## config.mk

```make
export PLATFORM = sky130hd
export DESIGN_NAME = intg_burst_timer
export DESIGN_NICKNAME = d
export VERILOG_FILES = /design/src/rtl/intg_pkg.sv /design/src/rtl/intg_gate.sv /design/src/rtl/intg_ripple.sv /design/src/rtl/intg_decode.sv /design/src/rtl/intg_burst_timer.sv
export SDC_FILE = /design/constraint.sdc
export NUM_CORES = 1
export LEC_CHECK = 0
export ABC_CLOCK_PERIOD_IN_PS = 2450
export BUFFER_PORTS_ARGS = -buffer_cell sky130_fd_sc_hd__buf_2
export CELL_PAD_IN_SITES_DETAIL_PLACEMENT = 0
export CELL_PAD_IN_SITES_GLOBAL_PLACEMENT = 1
export CORE_ASPECT_RATIO = 0.7
export CORE_MARGIN = 4
export CORE_UTILIZATION = 30
export CTS_BUF_LIST = sky130_fd_sc_hd__clkbuf_16
export DETAILED_ROUTE_END_ITERATION = 8
export PLACE_DENSITY = 0.67
export SYNTH_ARGS = -nofsm -noshare
export SYNTH_HDL_FRONTEND = slang
export SYNTH_SLANG_ARGS = --single-unit
```

## constraint.sdc

```tcl
create_clock -name clk -period 2.45 [get_ports clk]
set_input_delay 0.1225 -clock clk [delete_from_list [all_inputs] [get_ports clk]]
set_output_delay 0.1225 -clock clk [all_outputs]
set_load 0.1 [all_outputs]
```

## src/rtl/intg_pkg.sv

```systemverilog
package intg_pkg;
  localparam int unsigned NMODES = 4;

  // Offset in microseconds from the zero reference to the mode pulse
  function automatic int unsigned mode_offset(input int unsigned idx);
    case (idx)
      0:       return 3;
      1:       return 5;
      2:       return 8;
      default: return 21;
    endcase
  endfunction
endpackage

```

## src/rtl/intg_gate.sv

```systemverilog
module intg_gate #(
  parameter int unsigned HALF_CYC  = 50,
  parameter int unsigned WINDOW_US = 60
) (
  input  logic clk,
  input  logic rst_n,
  input  logic start_i,
  output logic open_o,
  output logic gclk_o,
  output logic fall_o
);
  localparam int unsigned PH_W = (HALF_CYC > 1) ? $clog2(HALF_CYC) : 1;
  localparam int unsigned NF_W = $clog2(WINDOW_US + 1);
  localparam logic [PH_W-1:0] PH_LAST = PH_W'(HALF_CYC - 1);
  localparam logic [NF_W-1:0] NF_END  = NF_W'(WINDOW_US);

  logic            open_q, open_n;
  logic            gclk_q, gclk_n;
  logic [PH_W-1:0] ph_q, ph_n;
  logic [NF_W-1:0] nf_q, nf_n;
  logic            ph_last, fall, close;

  assign ph_last = (ph_q == PH_LAST);
  assign fall    = open_q & gclk_q & ph_last;
  assign close   = open_q & ~gclk_q & ph_last & (nf_q == NF_END);

  always_comb begin
    open_n = open_q;
    gclk_n = gclk_q;
    ph_n   = ph_q;
    nf_n   = nf_q;
    if (start_i) begin
      open_n = 1'b1;
      gclk_n = 1'b1;
      ph_n   = '0;
      nf_n   = '0;
    end else if (open_q) begin
      ph_n = ph_last ? '0 : ph_q + 1'b1;
      if (ph_last) gclk_n = ~gclk_q;
      if (fall)    nf_n   = nf_q + 1'b1;
      if (close) begin
        open_n = 1'b0;
        gclk_n = 1'b0;
      end
    end
  end

  always_ff @(posedge clk or negedge rst_n) begin
    if (!rst_n) begin
      open_q <= 1'b0;
      gclk_q <= 1'b0;
      ph_q   <= '0;
      nf_q   <= '0;
    end else begin
      open_q <= open_n;
      gclk_q <= gclk_n;
      ph_q   <= ph_n;
      nf_q   <= nf_n;
    end
  end

  assign open_o = open_q;
  assign gclk_o = gclk_q;
  assign fall_o = fall;
endmodule

```

## src/rtl/intg_ripple.sv

```systemverilog
module intg_ripple #(
  parameter int unsigned CNT_W = 6
) (
  input  logic             clk,
  input  logic             rst_n,
  input  logic             clr_i,
  input  logic             step_i,
  output logic [CNT_W-1:0] q_o
);
  logic [CNT_W-1:0] q_q, q_n;
  logic [CNT_W:0]   carry;

  assign carry[0] = step_i;
  for (genvar k = 0; k < CNT_W; k++) begin : g_stage
    assign carry[k+1] = carry[k] & q_q[k];
    always_comb q_n[k] = clr_i ? 1'b0 : (q_q[k] ^ carry[k]);
  end

  always_ff @(posedge clk or negedge rst_n) begin
    if (!rst_n) q_q <= '0;
    else        q_q <= q_n;
  end

  assign q_o = q_q;
endmodule

```

## src/rtl/intg_decode.sv

```systemverilog
module intg_decode #(
  parameter int unsigned CNT_W    = 6,
  parameter int unsigned SYNC_AT  = 3,
  parameter int unsigned ZREF_GAP = 4
) (
  input  logic                       clk,
  input  logic                       rst_n,
  input  logic                       open_i,
  input  logic [CNT_W-1:0]           cnt_i,
  input  logic [intg_pkg::NMODES-1:0] mode_i,
  output logic                       sync_o,
  output logic                       zref_o,
  output logic [intg_pkg::NMODES-1:0] pulse_o
);
  localparam int unsigned ZREF_AT = SYNC_AT + ZREF_GAP;
  localparam logic [CNT_W-1:0] SYNC_V = CNT_W'(SYNC_AT);
  localparam logic [CNT_W-1:0] ZREF_V = CNT_W'(ZREF_AT);

  logic                        sync_n, zref_n;
  logic [intg_pkg::NMODES-1:0] pulse_n;
  logic                        sync_q, zref_q;
  logic [intg_pkg::NMODES-1:0] pulse_q;

  assign sync_n = open_i & (cnt_i == SYNC_V);
  assign zref_n = open_i & (cnt_i == ZREF_V);

  for (genvar m = 0; m < intg_pkg::NMODES; m++) begin : g_mode
    localparam logic [CNT_W-1:0] SLOT_V =
      CNT_W'(ZREF_AT + intg_pkg::mode_offset(m));
    assign pulse_n[m] = open_i & mode_i[m] & (cnt_i == SLOT_V);
  end

  always_ff @(posedge clk or negedge rst_n) begin
    if (!rst_n) begin
      sync_q  <= 1'b0;
      zref_q  <= 1'b0;
      pulse_q <= '0;
    end else begin
      sync_q  <= sync_n;
      zref_q  <= zref_n;
      pulse_q <= pulse_n;
    end
  end

  assign sync_o  = sync_q;
  assign zref_o  = zref_q;
  assign pulse_o = pulse_q;
endmodule

```

## src/rtl/intg_burst_timer.sv

```systemverilog
module intg_burst_timer #(
  parameter int unsigned HALF_CYC  = 50,
  parameter int unsigned WINDOW_US = 60,
  parameter int unsigned CNT_W     = 6,
  parameter int unsigned SYNC_AT   = 3,
  parameter int unsigned ZREF_GAP  = 4
) (
  input  logic             clk,
  input  logic             rst_n,
  input  logic             en_i,
  input  logic [3:0]       mode_sel_i,
  input  logic             prf_i,
  output logic             gclk_o,
  output logic [CNT_W-1:0] taps_o,
  output logic             sync_en_o,
  output logic             zref_o,
  output logic [3:0]       mode_pulse_o,
  output logic             busy_o
);
  logic       prf_q;
  logic [3:0] mode_q, mode_n;
  logic       open, fall, start;

  assign start = en_i & $onehot(mode_sel_i) & prf_i & ~prf_q & ~open;

  always_comb begin
    mode_n = mode_q;
    if (start) mode_n = mode_sel_i;
  end

  always_ff @(posedge clk or negedge rst_n) begin
    if (!rst_n) begin
      prf_q  <= 1'b0;
      mode_q <= '0;
    end else begin
      prf_q  <= prf_i;
      mode_q <= mode_n;
    end
  end

  intg_gate #(.HALF_CYC(HALF_CYC), .WINDOW_US(WINDOW_US)) gate_i (
    .clk(clk), .rst_n(rst_n), .start_i(start),
    .open_o(open), .gclk_o(gclk_o), .fall_o(fall)
  );

  intg_ripple #(.CNT_W(CNT_W)) cnt_i (
    .clk(clk), .rst_n(rst_n), .clr_i(start), .step_i(fall), .q_o(taps_o)
  );

  intg_decode #(.CNT_W(CNT_W), .SYNC_AT(SYNC_AT), .ZREF_GAP(ZREF_GAP)) dec_i (
    .clk(clk), .rst_n(rst_n), .open_i(open), .cnt_i(taps_o), .mode_i(mode_q),
    .sync_o(sync_en_o), .zref_o(zref_o), .pulse_o(mode_pulse_o)
  );

  assign busy_o = open;
endmodule

```

After elaboration in Yosys (flattened, before gate mapping)
Cells that the tools add are included.
{"block": "totals", "elab_cells": 81, "ff_bits": 31, "output_inout_bits": 14}
{"block": "op_classes", "addsub": 5, "bitwise_logic": 33, "reduce_logical": 5, "mux": 19, "eq_ne": 9}
{"operator": "6-bit two-way mux", "n": 6}
{"operator": "1-bit bitwise AND", "n": 24}
{"operator": "6-bit by 4-bit == test with 1-bit output (second input constant)", "n": 3}
{"operator": "1-bit two-way mux", "n": 13}
{"operator": "6-bit by 1-bit adder with 6-bit output (second input constant)", "n": 2}
{"operator": "6-bit == test (second input constant)", "n": 2}
{"operator": "6-bit by 2-bit == test with 1-bit output (second input constant)", "n": 1}
{"operator": "6-bit by 3-bit == test with 1-bit output (second input constant)", "n": 1}
{"operator": "6-bit by 5-bit == test with 1-bit output (second input constant)", "n": 1}
{"operator": "1-bit XOR", "n": 6}
{"operator": "1-bit by 1-bit adder with 2-bit output", "n": 2}
{"operator": "2-bit AND reduction", "n": 2}
{"operator": "2-bit nonzero test", "n": 2}
{"operator": "2-bit by 2-bit adder with 3-bit output", "n": 1}
{"operator": "3-bit by 1-bit == test with 1-bit output (second input constant)", "n": 1}
{"operator": "1-bit NOT", "n": 3}
{"operator": "3-bit nonzero test", "n": 1}

Logic depth before layout (Yosys ltp)
Gate-level depths: netlist of run 1.
{"block": "logic_depth", "word_depth": 9, "ltp_mapped": 12}

Modules after synthesis
From an unflattened synthesis of run 1, not the netlist that was laid out.
{"block": "hier_totals", "cells_unflattened": 147, "area_unflattened_um2": 1607.8}
{"mod": "intg_gate", "cells_per_inst": 89, "area_each_um2": 824.5, "instances": 1, "seq_area_each_um2": 350.3}
{"mod": "intg_burst_timer", "cells_per_inst": 21, "area_each_um2": 266.5, "instances": 1, "seq_area_each_um2": 125.1}
{"mod": "intg_decode", "cells_per_inst": 19, "area_each_um2": 260.2, "instances": 1, "seq_area_each_um2": 150.1}
{"mod": "intg_ripple", "cells_per_inst": 18, "area_each_um2": 256.5, "instances": 1, "seq_area_each_um2": 150.1}

Worst setup path before layout of run 1
No wires, ideal clock.
{"block": "synth_timing", "path_kind": "register to register", "start": "register gate_i.open_q (netlist: gate_i.open_o)", "end": "register cnt_i.q_q[4] (netlist: cnt_i.q_o[4])", "setup_ps": 122, "arrival_ps": 2477, "t_required_ps": 2328, "period_less_slack_ps": 2598, "stages_incl_launch_ff": 10, "setup_slack_ps": -148, "n_path_buf": 0, "path_cell_list": "dfrtp_1 and4_1 nand2_1 inv_1 ha_1 ha_1 ha_1 ha_1 ha_1 nor2b_1"}
{"block": "synth_between", "elab_chain_len": 8}
{"item": "start, declared", "line_no": "intg_gate.sv:17", "source": "logic open_q, open_n;"}
{"item": "start signal, assigned", "line_no": "intg_gate.sv:55", "source": "open_q <= open_n;"}
{"item": "1-bit bitwise AND (2 in series)", "line_no": "intg_gate.sv:24", "source": "assign fall = open_q & gclk_q & ph_last;"}
{"item": "1-bit bitwise AND (4 in series)", "line_no": "intg_ripple.sv:15", "source": "assign carry[k+1] = carry[k] & q_q[k];"}
{"item": "1-bit XOR", "line_no": "intg_ripple.sv:16", "source": "always_comb q_n[k] = clr_i ? 1'b0 : (q_q[k] ^ carry[k]);"}
{"item": "1-bit two-way mux (*)", "line_no": "intg_ripple.sv:16"}
{"item": "net cnt_i.q_n[4]", "line_no": "intg_ripple.sv:10", "source": "logic [CNT_W-1:0] q_q, q_n;"}
{"item": "end signal, assigned", "line_no": "intg_ripple.sv:21", "source": "else q_q <= q_n;"}
{"item": "end, declared", "line_no": "intg_ripple.sv:10"}
Mark *: on every way through the listed nets, which the timed path passes. The rest lies on a longest branch.
A chain may end at the register's enable or synchronous reset.

Worst setup path in the final report of run 1
{"block": "layout_timing", "start": "register gate_i.ph_q[0]", "end": "register cnt_i.q_q[5] (netlist: cnt_i.q_o[5])"}
{"block": "layout_between", "elab_chain_len": 9}
{"item": "start, declared", "line_no": "intg_gate.sv:19", "source": "logic [PH_W-1:0] ph_q, ph_n;"}
{"item": "start signal, assigned", "line_no": "intg_gate.sv:57", "source": "ph_q <= ph_n;"}
{"item": "6-bit == test", "line_no": "intg_gate.sv:23", "source": "assign ph_last = (ph_q == PH_LAST);"}
{"item": "1-bit bitwise AND", "line_no": "intg_gate.sv:24"}
{"item": "1-bit bitwise AND (5 in series)", "line_no": "intg_ripple.sv:15"}
{"item": "1-bit XOR", "line_no": "intg_ripple.sv:16"}
{"item": "1-bit two-way mux", "line_no": "intg_ripple.sv:16"}
{"item": "net cnt_i.q_n[5]", "line_no": "intg_ripple.sv:10"}
The timed path passes the listed nets, and every way through them passes these cells.

==> results of run 1 <==
metal layers:
metal | share of wire [%] | vias to the layer above | GRT usage, % | wire length, microns
met4 | 1.4 | 0 | 5.48 | 46
met3 | 2.7 | 4 | 3.67 | 89
met5 | 0 | - | 0 | 0
li1 | - | 533 | - | -
met2 | 41 | 12 | 16.2 | 1340
met1 | 55 | 529 | 16.9 | 1770
registers in the layout, indices dropped and copies added (netlist names):
signal,cells
gate_i.gclk_o,1
gate_i.open_o,1
mode_q,4
prf_q,1
cnt_i.q_o,6
dec_i.sync_o,1
dec_i.pulse_o,4
gate_i.ph_q,6
dec_i.zref_o,1
gate_i.nf_q,6
per-stage QoR:
| stage | util (%) | cell area, sq um | setup WS, ns | setup TNS (ns) | power, mW |
|---|---|---|---|---|---|
| floorplan | - | 1530 | 0.120 | 0 | 1.22 |
| global placement | 36.0 | 1740 | 0.0286 | 0 | 1.39 |
| detailed placement | 36.0 | 1740 | -0.00647 | -0.00647 | 1.40 |
| CTS | 39.2 | 1900 | 0.104 | 0 | 2.00 |
| global route | 39.3 | 1900 | 0.0320 | 0 | 2.11 |
| finish | 39.3 | 1900 | 0.168 | 0 | 1.98 |
critical path, delay by kind of cell, from the launching register on:
family        cells  cell delay (ns)
flops             1             0.42
simple gates      3             0.41
xor+xnor          1             0.13
buf+inv           1             0.06
fa+ha+maj         6             1.14
cell families after synthesis:
logic type      after synthesis
buf+inv                      12
simple gates                 51
fa+ha+maj                    12
mux                           5
xor+xnor                      6
compound gates               16
flops                        31
cell type report:
class,count,area (sq um)
well taps,69,86.3
clock inverters,3,12.5
inverters,10,37.5
multi-input cells,90,697
repair buffers,28,163
fillers,507,2940
clock buffers,5,125
flip-flops and latches,31,778
power groups by stage:
stage	clock network, mW	registers [mW]	logic [mW]
5_1_grt	0.615	0.830	0.668
3_5_place_dp	0	0.809	0.595
2_1_floorplan	0	0.934	0.287
3_3_place_gp	0	0.805	0.587
4_1_cts	0.595	0.804	0.601
6_report	0.576	0.804	0.597
final timing paths:
check,start,to
max,gate_i.ph_q[0],cnt_i.q_o[5]
min,mode_sel_i[0],mode_q[0]
max reg2reg,gate_i.ph_q[0],cnt_i.q_o[5]
min reg2reg,mode_q[3],mode_q[3]
max in group asynchronous,rst_n,gate_i.open_o
min in group asynchronous,rst_n,gate_i.ph_q[4]
timing repair:
item,4_1_cts,5_1_grt
hold buffers,2,0
setup endpoints to repair,0,2
resized for setup,0,1
hold endpoints to repair,32,0
cells in the final DEF (no fill, tap or decap), types with 3 or more instances in the layout:
cell,instances
dfrtp_1,29
buf_2,21
inv_1,12
ha_1,10
nor2b_1,7
nor2_1,7
nand3_1,7
nand2_1,6
and3_1,6
o21ai_0,5
clkbuf_16,5
buf_4,5
mux2_2,4
xor2_1,4
nor3b_1,3
a21oi_1,3
a21o_1,3
==> impl_results.rst, run 1 <==
.. list-table::
   :header-rows: 1

   * - Metric
     - Value
   * - Critical path, cell by cell
     - ha_2 -> and4_1 -> nand2_1 -> inv_1 -> ha_1 -> ha_1 -> ha_1 -> ha_1 -> ha_1 -> xnor2_1 -> nor2_1
   * - Net Count, Synth
     - 153
   * - Half-perimeter wire length after detailed placement
     - 2440 microns
   * - Combinational Power Share
     - 30.2%
   * - Combinational family with the most area after synthesis
     - simple AND/OR/NAND/NOR gates
   * - Via count of the first global-routing pass
     - 1,087
   * - Total vias in the final route
     - 1,078
   * - Count of unresolved DRC violations after routing
     - 0
   * - Arrival time of the worst setup path
     - 2.44 ns
   * - Share of synthesized cell area in and, or, nand and nor gates
     - 20.8%
   * - Post-CTS setup buffer count
     - 0
   * - Setup repair after global routing missed its margin
     - false
   * - Die height
     - 67.6 microns
   * - Sequential cell fraction of total power
     - 40.7%
   * - Area share of the leading cell type in the synthesized netlist
     - 50.9%
   * - Post-synth ARST share
     - 100%
   * - Cell taking the most area after synthesis
     - dfrtp_1
   * - Power Dens Cells
     - 1040 mW/mm^2
   * - Proportion of layout cells with a drive suffix above 1
     - 25.7%
   * - Final worst hold slack
     - 0.100 ns
   * - Gate Count Post-Synth
     - 133
   * - Worst setup slack for register-to-register paths
     - 0.17 ns
   * - Top area cells in the synthesized netlist
     - dfrtp_1, ha_1, mux2_2
   * - Total GRT Usage
     - 11.8%
   * - Floorplan die width
     - 93.2 microns
   * - Number of DRC markers after the initial detailed-route iteration
     - 30
   * - Highest clock rate
     - 438 MHz
   * - Slew at the pin closest to its max-slew limit
     - 0.696 ns
   * - Multiplexer fraction of the synthesized cell area
     - 3.61%
   * - Routed Antenna Nets
     - 0
   * - Core Rows
     - 21
   * - Worst supply voltage drop on vdd
     - 0.385 mV
   * - Number of flops mapped to enable cells by yosys
     - 0
   * - Final standard cell count with taps included and fillers excluded
     - 236
   * - Primary flip-flop cell chosen by synthesis mapping
     - dfrtp_1
   * - Max-slew violation total from the final report
     - 0
   * - Post-synthesis share of cell area spent on xor and xnor gates
     - 3.45%
   * - Post-Syn Area
     - 0.00152 sq mm
   * - Final period utilization
     - 93.1%
   * - Unique cell type count in the Yosys netlist
     - 37
   * - Tightest Hold Check Type
     - primary input to flop
   * - Length of the first detailed-routing pass in iterations
     - 4
   * - Slowest Stage Delay on Critical Path
     - 0.42 ns
   * - Area of the core region
     - 0.00483 sq mm
   * - Critical Path End Type
     - flop
   * - Run status
     - finished, final reports clean
   * - Count of endpoints failing setup in the final report
     - 0
   * - Count of clock tree sinks
     - 31
   * - Die area
     - 0.00630 sq mm
   * - Antenna Diode Count
     - 0
   * - Max-slew headroom at the worst pin
     - 53.6%
   * - Number of instances on the worst hold path
     - 2
   * - Adder and majority gate portion of the synthesized area
     - 10.3%
   * - Synthesized-area fraction occupied by ao, oa, aoi and oai cells
     - 7.39%
   * - Critical path startpoint category
     - flop
   * - Leakage
     - 0.999 nW
   * - Flops & latches, synth
     - 31
   * - Count of input and output buffers
     - 21
   * - Largest buffer count on any clock path
     - 2
   * - Skew-Pair Late Insertion Delay
     - 0.27 ns
   * - CP max FO
     - 5
   * - Most numerous cell types in the synthesized netlist
     - dfrtp_1, ha_1, inv_1
   * - Worst Path Class, Setup
     - flop to flop
   * - Area added between synthesis and finish
     - 24.6%
   * - Final weighted congestion in routability-driven placement
     - 0.786
   * - Number of warnings printed during yosys synthesis
     - 0
   * - Pin count of the biggest net entering global routing
     - 32
   * - Slowest cell on crit path
     - dfrtp_1
   * - Cell total after placement
     - 226
   * - Count leader, synth
     - dfrtp_1
   * - Net Sw Power
     - 0.728 mW
   * - Minimum clock period after layout
     - 2.28 ns
   * - Global-route wire length before repair
     - 5510 microns
   * - WP data required
     - 2.61 ns
   * - Clock slew seen by the registers of the worst setup and hold paths
     - 0.05 ns
   * - Initial Utilization
     - 31.5%
   * - WL final
     - 3240 microns
   * - Number of top-level pins
     - 22
   * - Total global routing overflow
     - 0
   * - Reg2reg path depth
     - 11
   * - Total internal power
     - 1.25 mW
   * - Average wire per standard cell
     - 13.7 microns
   * - Via density per instance
     - 4.57
   * - Worst setup skew after layout
     - 0.00652 ns
   * - Number of buffers created by CTS
     - 5
   * - Part of the total power dissipated in the clock network
     - 29.2%
   * - Clock tree from TritonCTS
     - done
   * - Clock root buffer master
     - clkbuf_16
   * - Number of levels in the clock H-tree
     - 2
   * - Total of max-cap violations
     - 0
   * - Worst path most repeated cell
     - ha_1
   * - Per-instance average area after synthesis
     - 11.5 sq um
   * - Net Sw Frac
     - 36.8%
   * - Number of antenna violations at the first check in global routing
     - 0
   * - Sequential-to-total area share from yosys stat
     - 50.9%
   * - Final hold violations
     - 0
   * - Number of nets in the final layout
     - 186
No activity file was read; power rests on OpenSTA's default activity.
==> inputs of run 2 (changes only) <==
--- a/config.mk
+++ b/config.mk
@@ -14,7 +14,7 @@
 export CORE_UTILIZATION = 30
 export CTS_BUF_LIST = sky130_fd_sc_hd__clkbuf_16
 export DETAILED_ROUTE_END_ITERATION = 8
-export PLACE_DENSITY = 0.67
+export PLACE_DENSITY = 0.53
 export SYNTH_ARGS = -nofsm -noshare
 export SYNTH_HDL_FRONTEND = slang
 export SYNTH_SLANG_ARGS = --single-unit
==> impl_results.rst, run 2 (synthesized netlist as in run 1, its figures left out) <==
.. list-table::
   :header-rows: 1

   * - Metric
     - Value
   * - Run status
     - finished, final reports clean
   * - WP data required
     - 2.61 ns (about the same)
   * - Max-slew violation total from the final report
     - 0 (unchanged)
   * - Total global routing overflow
     - 0 (unchanged)
   * - Half-perimeter wire length after detailed placement
     - 2280 microns (-6.4%)
   * - Most frequent standard cell in the layout excluding fill and tap cells
     - dfrtp_1
   * - Core Rows
     - 21 (unchanged)
   * - Placement Cell Area
     - 0.00173 sq mm (-0.43%)
   * - Number of buffers created by CTS
     - 5 (unchanged)
   * - Total of max-cap violations
     - 0 (unchanged)
   * - Total GRT Usage
     - 11.4% (-0.41 points)
   * - Final worst-path setup slack
     - 0.175 ns (+0.00688 ns)
   * - Floorplan die width
     - 93.2 microns (unchanged)
   * - Area added between synthesis and finish
     - 24.0%
   * - Worst supply voltage drop on vdd
     - 0.449 mV (+17%)
   * - Number of DRC markers after the initial detailed-route iteration
     - 54 (+80%)
   * - Proportion of layout cells with a drive suffix above 1
     - 26.1% (+0.31 points)
   * - Number of top-level pins
     - 22 (unchanged)
   * - Number of levels in the clock H-tree
     - 2 (unchanged)
   * - Largest buffer count on any clock path
     - 2 (unchanged)
   * - Number of antenna violations at the first check in global routing
     - 0 (unchanged)
   * - Power Dens Cells
     - 1020 mW/mm^2 (-1.8%)
   * - Clock slew seen by the registers of the worst setup and hold paths
     - 0.05 ns (about the same)
   * - Global-route wire length before repair
     - 5430 microns (-1.4%)
   * - Count of endpoints failing setup in the final report
     - 0 (unchanged)
   * - Final weighted congestion in routability-driven placement
     - 0.681 (-13%)
   * - Worst setup skew after layout
     - 0.00418 ns (-0.00234 ns)
   * - Average wire per standard cell
     - 13.0 microns (-5.2%)
   * - Length of the first detailed-routing pass in iterations
     - 5 (+1)
   * - Count of clock tree sinks
     - 31 (unchanged)
   * - Area of the core region
     - 0.00483 sq mm (unchanged)
   * - Worst Path Class, Setup
     - flop to flop
   * - Arrival time of the worst setup path
     - 2.43 ns (about the same)
   * - Pin count of the biggest net entering global routing
     - 32 (unchanged)
   * - Tightest Hold Check Type
     - primary input to flop
   * - Setup repair after global routing missed its margin
     - false
   * - Total vias in the final route
     - 1,060 (-1.7%)
   * - Cell total after placement
     - 225 (-0.44%)
   * - Clock root buffer master
     - clkbuf_16
   * - Critical path startpoint category
     - flop
   * - Slew at the pin closest to its max-slew limit
     - 0.701 ns (+0.00559 ns)
   * - Routed Antenna Nets
     - 0 (unchanged)
   * - Count of unresolved DRC violations after routing
     - 0 (unchanged)
   * - Placement-stage worst setup slack
     - -0.00932 ns (-0.00286 ns)
   * - Antenna Diode Count
     - 0 (unchanged)
   * - Final TNS setup
     - 0 ns (unchanged)
   * - PnR Total Power
     - 1.93 mW (-2.3%)
   * - WL final
     - 3040 microns (-6.0%)
   * - Count of input and output buffers
     - 21 (unchanged)
   * - Max-slew headroom at the worst pin
     - 53.2% (-0.37 points)
   * - Highest clock rate
     - 440 MHz (+0.30%)
   * - Final standard cell count with taps included and fillers excluded
     - 234 (-0.85%)
   * - Non-Filler Cell Area, Final
     - 0.00189 sq mm (-0.53%)
   * - Leakage
     - 0.985 nW (-1.4%)
   * - Die height
     - 67.6 microns (unchanged)
   * - Critical Path End Type
     - flop
   * - Top library cells by usage in the layout, fill and taps aside
     - dfrtp_1, buf_2, inv_1, ha_1
   * - Initial Utilization
     - 31.5% (unchanged)
   * - Final hold violations
     - 0 (unchanged)
   * - Via count of the first global-routing pass
     - 1,063 (-2.2%)
   * - Final period utilization
     - 92.9% (-0.28 points)
   * - Die area
     - 0.00630 sq mm (unchanged)
   * - Skew-Pair Late Insertion Delay
     - 0.27 ns (about the same)
   * - Final cell utilization of the core
     - 39.1% (-0.21 points)
   * - Final worst hold slack
     - 0.104 ns (+0.00422 ns)
   * - Via density per instance
     - 4.53 (-0.83%)
   * - Minimum clock period after layout
     - 2.28 ns (-0.00688 ns)
   * - Clock tree from TritonCTS
     - done
   * - CP max FO
     - 5 (unchanged)
   * - Number of nets in the final layout
     - 185 (-0.54%)
## run 2: worst max-delay path, stage by stage, from the launching register on
cell	delay (ns)
dfrtp_1	0.41
ha_2	0.22
and4_2	0.25
nand2_1	0.10
inv_1	0.07
ha_1	0.18
ha_1	0.18
ha_1	0.18
ha_1	0.18
ha_1	0.26
nor2b_1	0.12
## run 2: final timing paths
path | startpoint | depth (start not counted) | slack, ns | to
setup / recovery | gate_i.ph_q[0] | 10 | 0.17 | cnt_i.q_o[4]
hold / removal | mode_sel_i[1] | 2 | 0.10 | mode_q[1]
setup reg to reg | gate_i.ph_q[0] | 10 | 0.17 | cnt_i.q_o[4]
hold reg to reg | mode_q[1] | 1 | 0.51 | mode_q[1]
max in group asynchronous | rst_n | 2 | 1.51 | gate_i.gclk_o
min in group asynchronous | rst_n | 2 | 0.44 | dec_i.pulse_o[3]
## run 2: final cells by class
| type | count | area [sq um] |
|---|---|---|
| multi-input combinational | 90 | 698 |
| sequential | 31 | 778 |
| inverter | 10 | 37.5 |
| clock inverter | 2 | 8.76 |
| timing repair buffer | 27 | 155 |
| clock buffer | 5 | 125 |
| tap | 69 | 86.3 |
| fill | 490 | 2950 |
## run 2: what timing repair did
| item | 4_1_cts | 5_1_grt |
|---|---|---|
| hold endpoints to repair | 32 | 0 |
| endpoints found under the setup margin | 0 | 2 |
| resized for setup | 0 | 2 |
| buffers inserted | 0 | 0 |
| hold buffers | 2 | 0 |
## run 2: routing by layer
| metal | routed length (microns) | share of wire (%) | GRT usage (%) | vias to the layer above |
|---|---|---|---|---|
| met5 | 0 | 0 | 0 | - |
| li1 | - | - | - | 525 |
| met4 | 31 | 1.0 | 3.84 | 0 |
| met1 | 1700 | 56 | 17.5 | 512 |
| met2 | 1180 | 39 | 14.7 | 18 |
| met3 | 132 | 4.3 | 3.67 | 5 |
## run 2: power breakdown
part / switching, mW / leakage, nW / internal, mW
Combinational: 0.350 / 0.523 / 0.214
Sequential: 0.151 / 0.395 / 0.658
Clock: 0.196 / 0.0671 / 0.363
Total: 0.696 / 0.985 / 1.23
==> inputs of run 3 (changes only) <==
--- a/config.mk
+++ b/config.mk
@@ -11,10 +11,10 @@
 export CELL_PAD_IN_SITES_GLOBAL_PLACEMENT = 1
 export CORE_ASPECT_RATIO = 0.7
 export CORE_MARGIN = 4
-export CORE_UTILIZATION = 30
+export CORE_UTILIZATION = 44
 export CTS_BUF_LIST = sky130_fd_sc_hd__clkbuf_16
 export DETAILED_ROUTE_END_ITERATION = 8
-export PLACE_DENSITY = 0.53
+export PLACE_DENSITY = 0.74
 export SYNTH_ARGS = -nofsm -noshare
 export SYNTH_HDL_FRONTEND = slang
 export SYNTH_SLANG_ARGS = --single-unit
==> impl_results.rst, run 3 (synthesized netlist as in run 1, its figures left out) <==
.. list-table::
   :header-rows: 1

   * - Metric
     - Value
   * - Run status
     - finished, final reports clean
   * - Worst supply voltage drop on vdd
     - 0.517 mV (+15%)
   * - Part of the total power dissipated in the clock network
     - 29.0% (about the same)
   * - Highest clock rate
     - 439 MHz (-0.23%)
   * - Area of the core region
     - 0.00323 sq mm (-33%)
   * - Global-route wire length before repair
     - 5220 microns (-3.8%)
   * - Length of the first detailed-routing pass in iterations
     - 4 (-1)
   * - Largest buffer count on any clock path
     - 2 (unchanged)
   * - Number of nets in the final layout
     - 185 (unchanged)
   * - Met2 wire length
     - 1340 microns (+14%)
   * - Via count of the first global-routing pass
     - 1,108 (+4.2%)
   * - Met1 wire length
     - 1560 microns (-8.4%)
   * - Max-slew headroom at the worst pin
     - 54.4% (+1.1 points)
   * - CP max FO
     - 5 (unchanged)
   * - Die height
     - 57.2 microns (-15%)
   * - Clock slew seen by the registers of the worst setup and hold paths
     - 0.05 ns (about the same)
   * - HP Start
     - mode_sel_i[1]
   * - Reg-to-reg critical path startpoint
     - gate_i.ph_q[0]
   * - Antenna Diode Count
     - 0 (unchanged)
   * - Number of levels in the clock H-tree
     - 2 (unchanged)
   * - Max-slew violation total from the final report
     - 0 (unchanged)
   * - Final weighted congestion in routability-driven placement
     - 0.758 (+11%)
   * - Floorplan die width
     - 78.3 microns (-16%)
   * - Initial Utilization
     - 47.1% (+16 points)
   * - Sequential cell fraction of total power
     - 41.9% (about the same)
   * - Count of endpoints failing setup in the final report
     - 0 (unchanged)
   * - Detailed route wirelength on metal3
     - 118 microns (-11%)
   * - Crit. Startpoint
     - gate_i.ph_q[0]
   * - WP data required
     - 2.61 ns (about the same)
   * - Clock tree from TritonCTS
     - done
   * - Worst setup skew after layout
     - 0.00539 ns (+0.00122 ns)
   * - Arrival time of the worst setup path
     - 2.44 ns (about the same)
   * - Net Sw Power
     - 0.716 mW (+2.8%)
   * - Skew-Pair Late Insertion Delay
     - 0.27 ns (about the same)
   * - Top library cells by usage in the layout, fill and taps aside
     - dfrtp_1, buf_2, inv_1, ha_1
   * - Tightest Hold Check Type
     - primary input to flop
   * - Leakage
     - 0.991 nW (+0.54%)
   * - Pin count of the biggest net entering global routing
     - 32 (unchanged)
   * - Proportion of layout cells with a drive suffix above 1
     - 25.9% (-0.16 points)
   * - Half-perimeter wire length after detailed placement
     - 2290 microns (+0.32%)
   * - Worst Path Class, Setup
     - flop to flop
   * - Net Sw Frac
     - 36.6% (+0.57 points)
   * - Final cell utilization of the core
     - 57.7% (+19 points)
   * - Max layer used
     - met4
   * - Placement-stage worst setup slack
     - -0.0529 ns (-0.0436 ns)
   * - WL final
     - 3070 microns (+0.76%)
   * - Combinational Power Share
     - 29.1% (about the same)
   * - Total vias in the final route
     - 1,085 (+2.4%)
   * - Die area
     - 0.00448 sq mm (-29%)
   * - Minimum clock period after layout
     - 2.28 ns (+0.00519 ns)
   * - Reg2reg path depth
     - 10 (unchanged)
   * - Crit Reg-Reg Endpoint
     - cnt_i.q_o[4]
   * - Critical path endpoint
     - cnt_i.q_o[4]
   * - Final worst-path setup slack
     - 0.170 ns (-0.00519 ns)
   * - Total GRT Usage
     - 15.5% (+4.1 points)
   * - Routed Antenna Nets
     - 0 (unchanged)
   * - Final period utilization
     - 93.1% (+0.21 points)
   * - Number of DRC markers after the initial detailed-route iteration
     - 40 (-26%)
   * - Count of clock tree sinks
     - 31 (unchanged)
   * - Total internal power
     - 1.24 mW (+0.26%)
   * - Core Rows
     - 17 (-19%)
   * - Slew at the pin closest to its max-slew limit
     - 0.685 ns (-0.0166 ns)
   * - Total global routing overflow
     - 0 (unchanged)
   * - Critical Path End Type
     - flop
   * - Via density per instance
     - 5.09 (+12%)
   * - Worst setup slack for register-to-register paths
     - 0.17 ns (about the same)
   * - Most frequent standard cell in the layout excluding fill and tap cells
     - dfrtp_1
   * - Count of input and output buffers
     - 21 (unchanged)
   * - Power Dens Cells
     - 1050 mW/mm^2 (+2.5%)
   * - Count of unresolved DRC violations after routing
     - 0 (unchanged)
   * - Area added between synthesis and finish
     - 22.4%
   * - Average wire per standard cell
     - 14.4 microns (+11%)
   * - Setup repair after global routing missed its margin
     - false
   * - Critical path startpoint category
     - flop
   * - Fillcell total
     - 277 (-43%)
   * - Number of top-level pins
     - 22 (unchanged)
   * - Total of max-cap violations
     - 0 (unchanged)
   * - Final hold violations
     - 0 (unchanged)
   * - Number of buffers created by CTS
     - 5 (unchanged)
   * - Number of antenna violations at the first check in global routing
     - 0 (unchanged)
   * - Clock root buffer master
     - clkbuf_16
[run 3: cell types whose count changed in the layout (fill, tap and decap cells not counted), sizes merged]
cell,previous run,this run
inv,10,11
[run 3: power by group through the flow]
stage	clock network, mW	registers [mW]	logic, mW
floorplan	0	0.934	0.287
global placement	0	0.813	0.547
detailed placement	0	0.823	0.568
CTS	0.577	0.818	0.572
global route	0.602	0.836	0.626
finish	0.566	0.819	0.568
[run 3: worst min path at each step]
stage | to | slack [ns] | cells after the start
after floorplan | cnt_i.q_o[0] | -0.17 | 0
after global placement | gate_i.ph_q[1] | 0.20 | 1
after detailed placement | gate_i.ph_q[1] | 0.22 | 1
after CTS | mode_q[1] | 0.09 | 2
after global routing | mode_q[3] | 0.11 | 2
final | mode_q[1] | 0.1 | 2
[run 3: layout make-up]
| class | count | area [sq um] | area share, % |
|---|---|---|---|
| well taps | 47 | 58.8 | 3.15 |
| flip-flops and latches | 31 | 778 | 41.7 |
| clock inverters | 3 | 12.5 | 0.671 |
| inverters | 10 | 37.5 | 2.01 |
| clock buffers | 5 | 125 | 6.71 |
| repair buffers | 27 | 155 | 8.32 |
| multi-input cells | 90 | 698 | 37.4 |
[run 3: critical path, stage by stage, from the launching register on]
cell and delay (ns):
dfrtp_1 0.41, ha_2 0.23, and4_2 0.26, nand2_1 0.10, inv_1 0.07, ha_1 0.18, ha_1 0.18, ha_1 0.18
ha_1 0.18, ha_1 0.26, nor2b_1 0.12
[run 3: what timing repair did]
item,in CTS,in global routing
hold buffers,2,0
gates resized for setup,0,2
hold endpoints to repair,32,0
setup endpoints to repair,0,2
buffers inserted,0,0
[run 3: stage by stage]
stage	area (sq um)	hold slack, ns	power (mW)	instances	TNS, ns
after floorplan	1530	-0.173	1.22	133	0
after global placement	1700	0.200	1.36	203	0
after detailed placement	1700	0.216	1.39	203	-0.0608
after CTS	1860	0.0928	1.97	213	0
after global routing	1870	0.107	2.06	213	0
final	1870	0.0981	1.95	213	0
[run 3: per-layer routing]
metal	vias up	track usage [%]
met5	-	0
met4	0	6.73
met3	6	5.05
met2	20	23.7
met1	535	20.4
li1	524	-
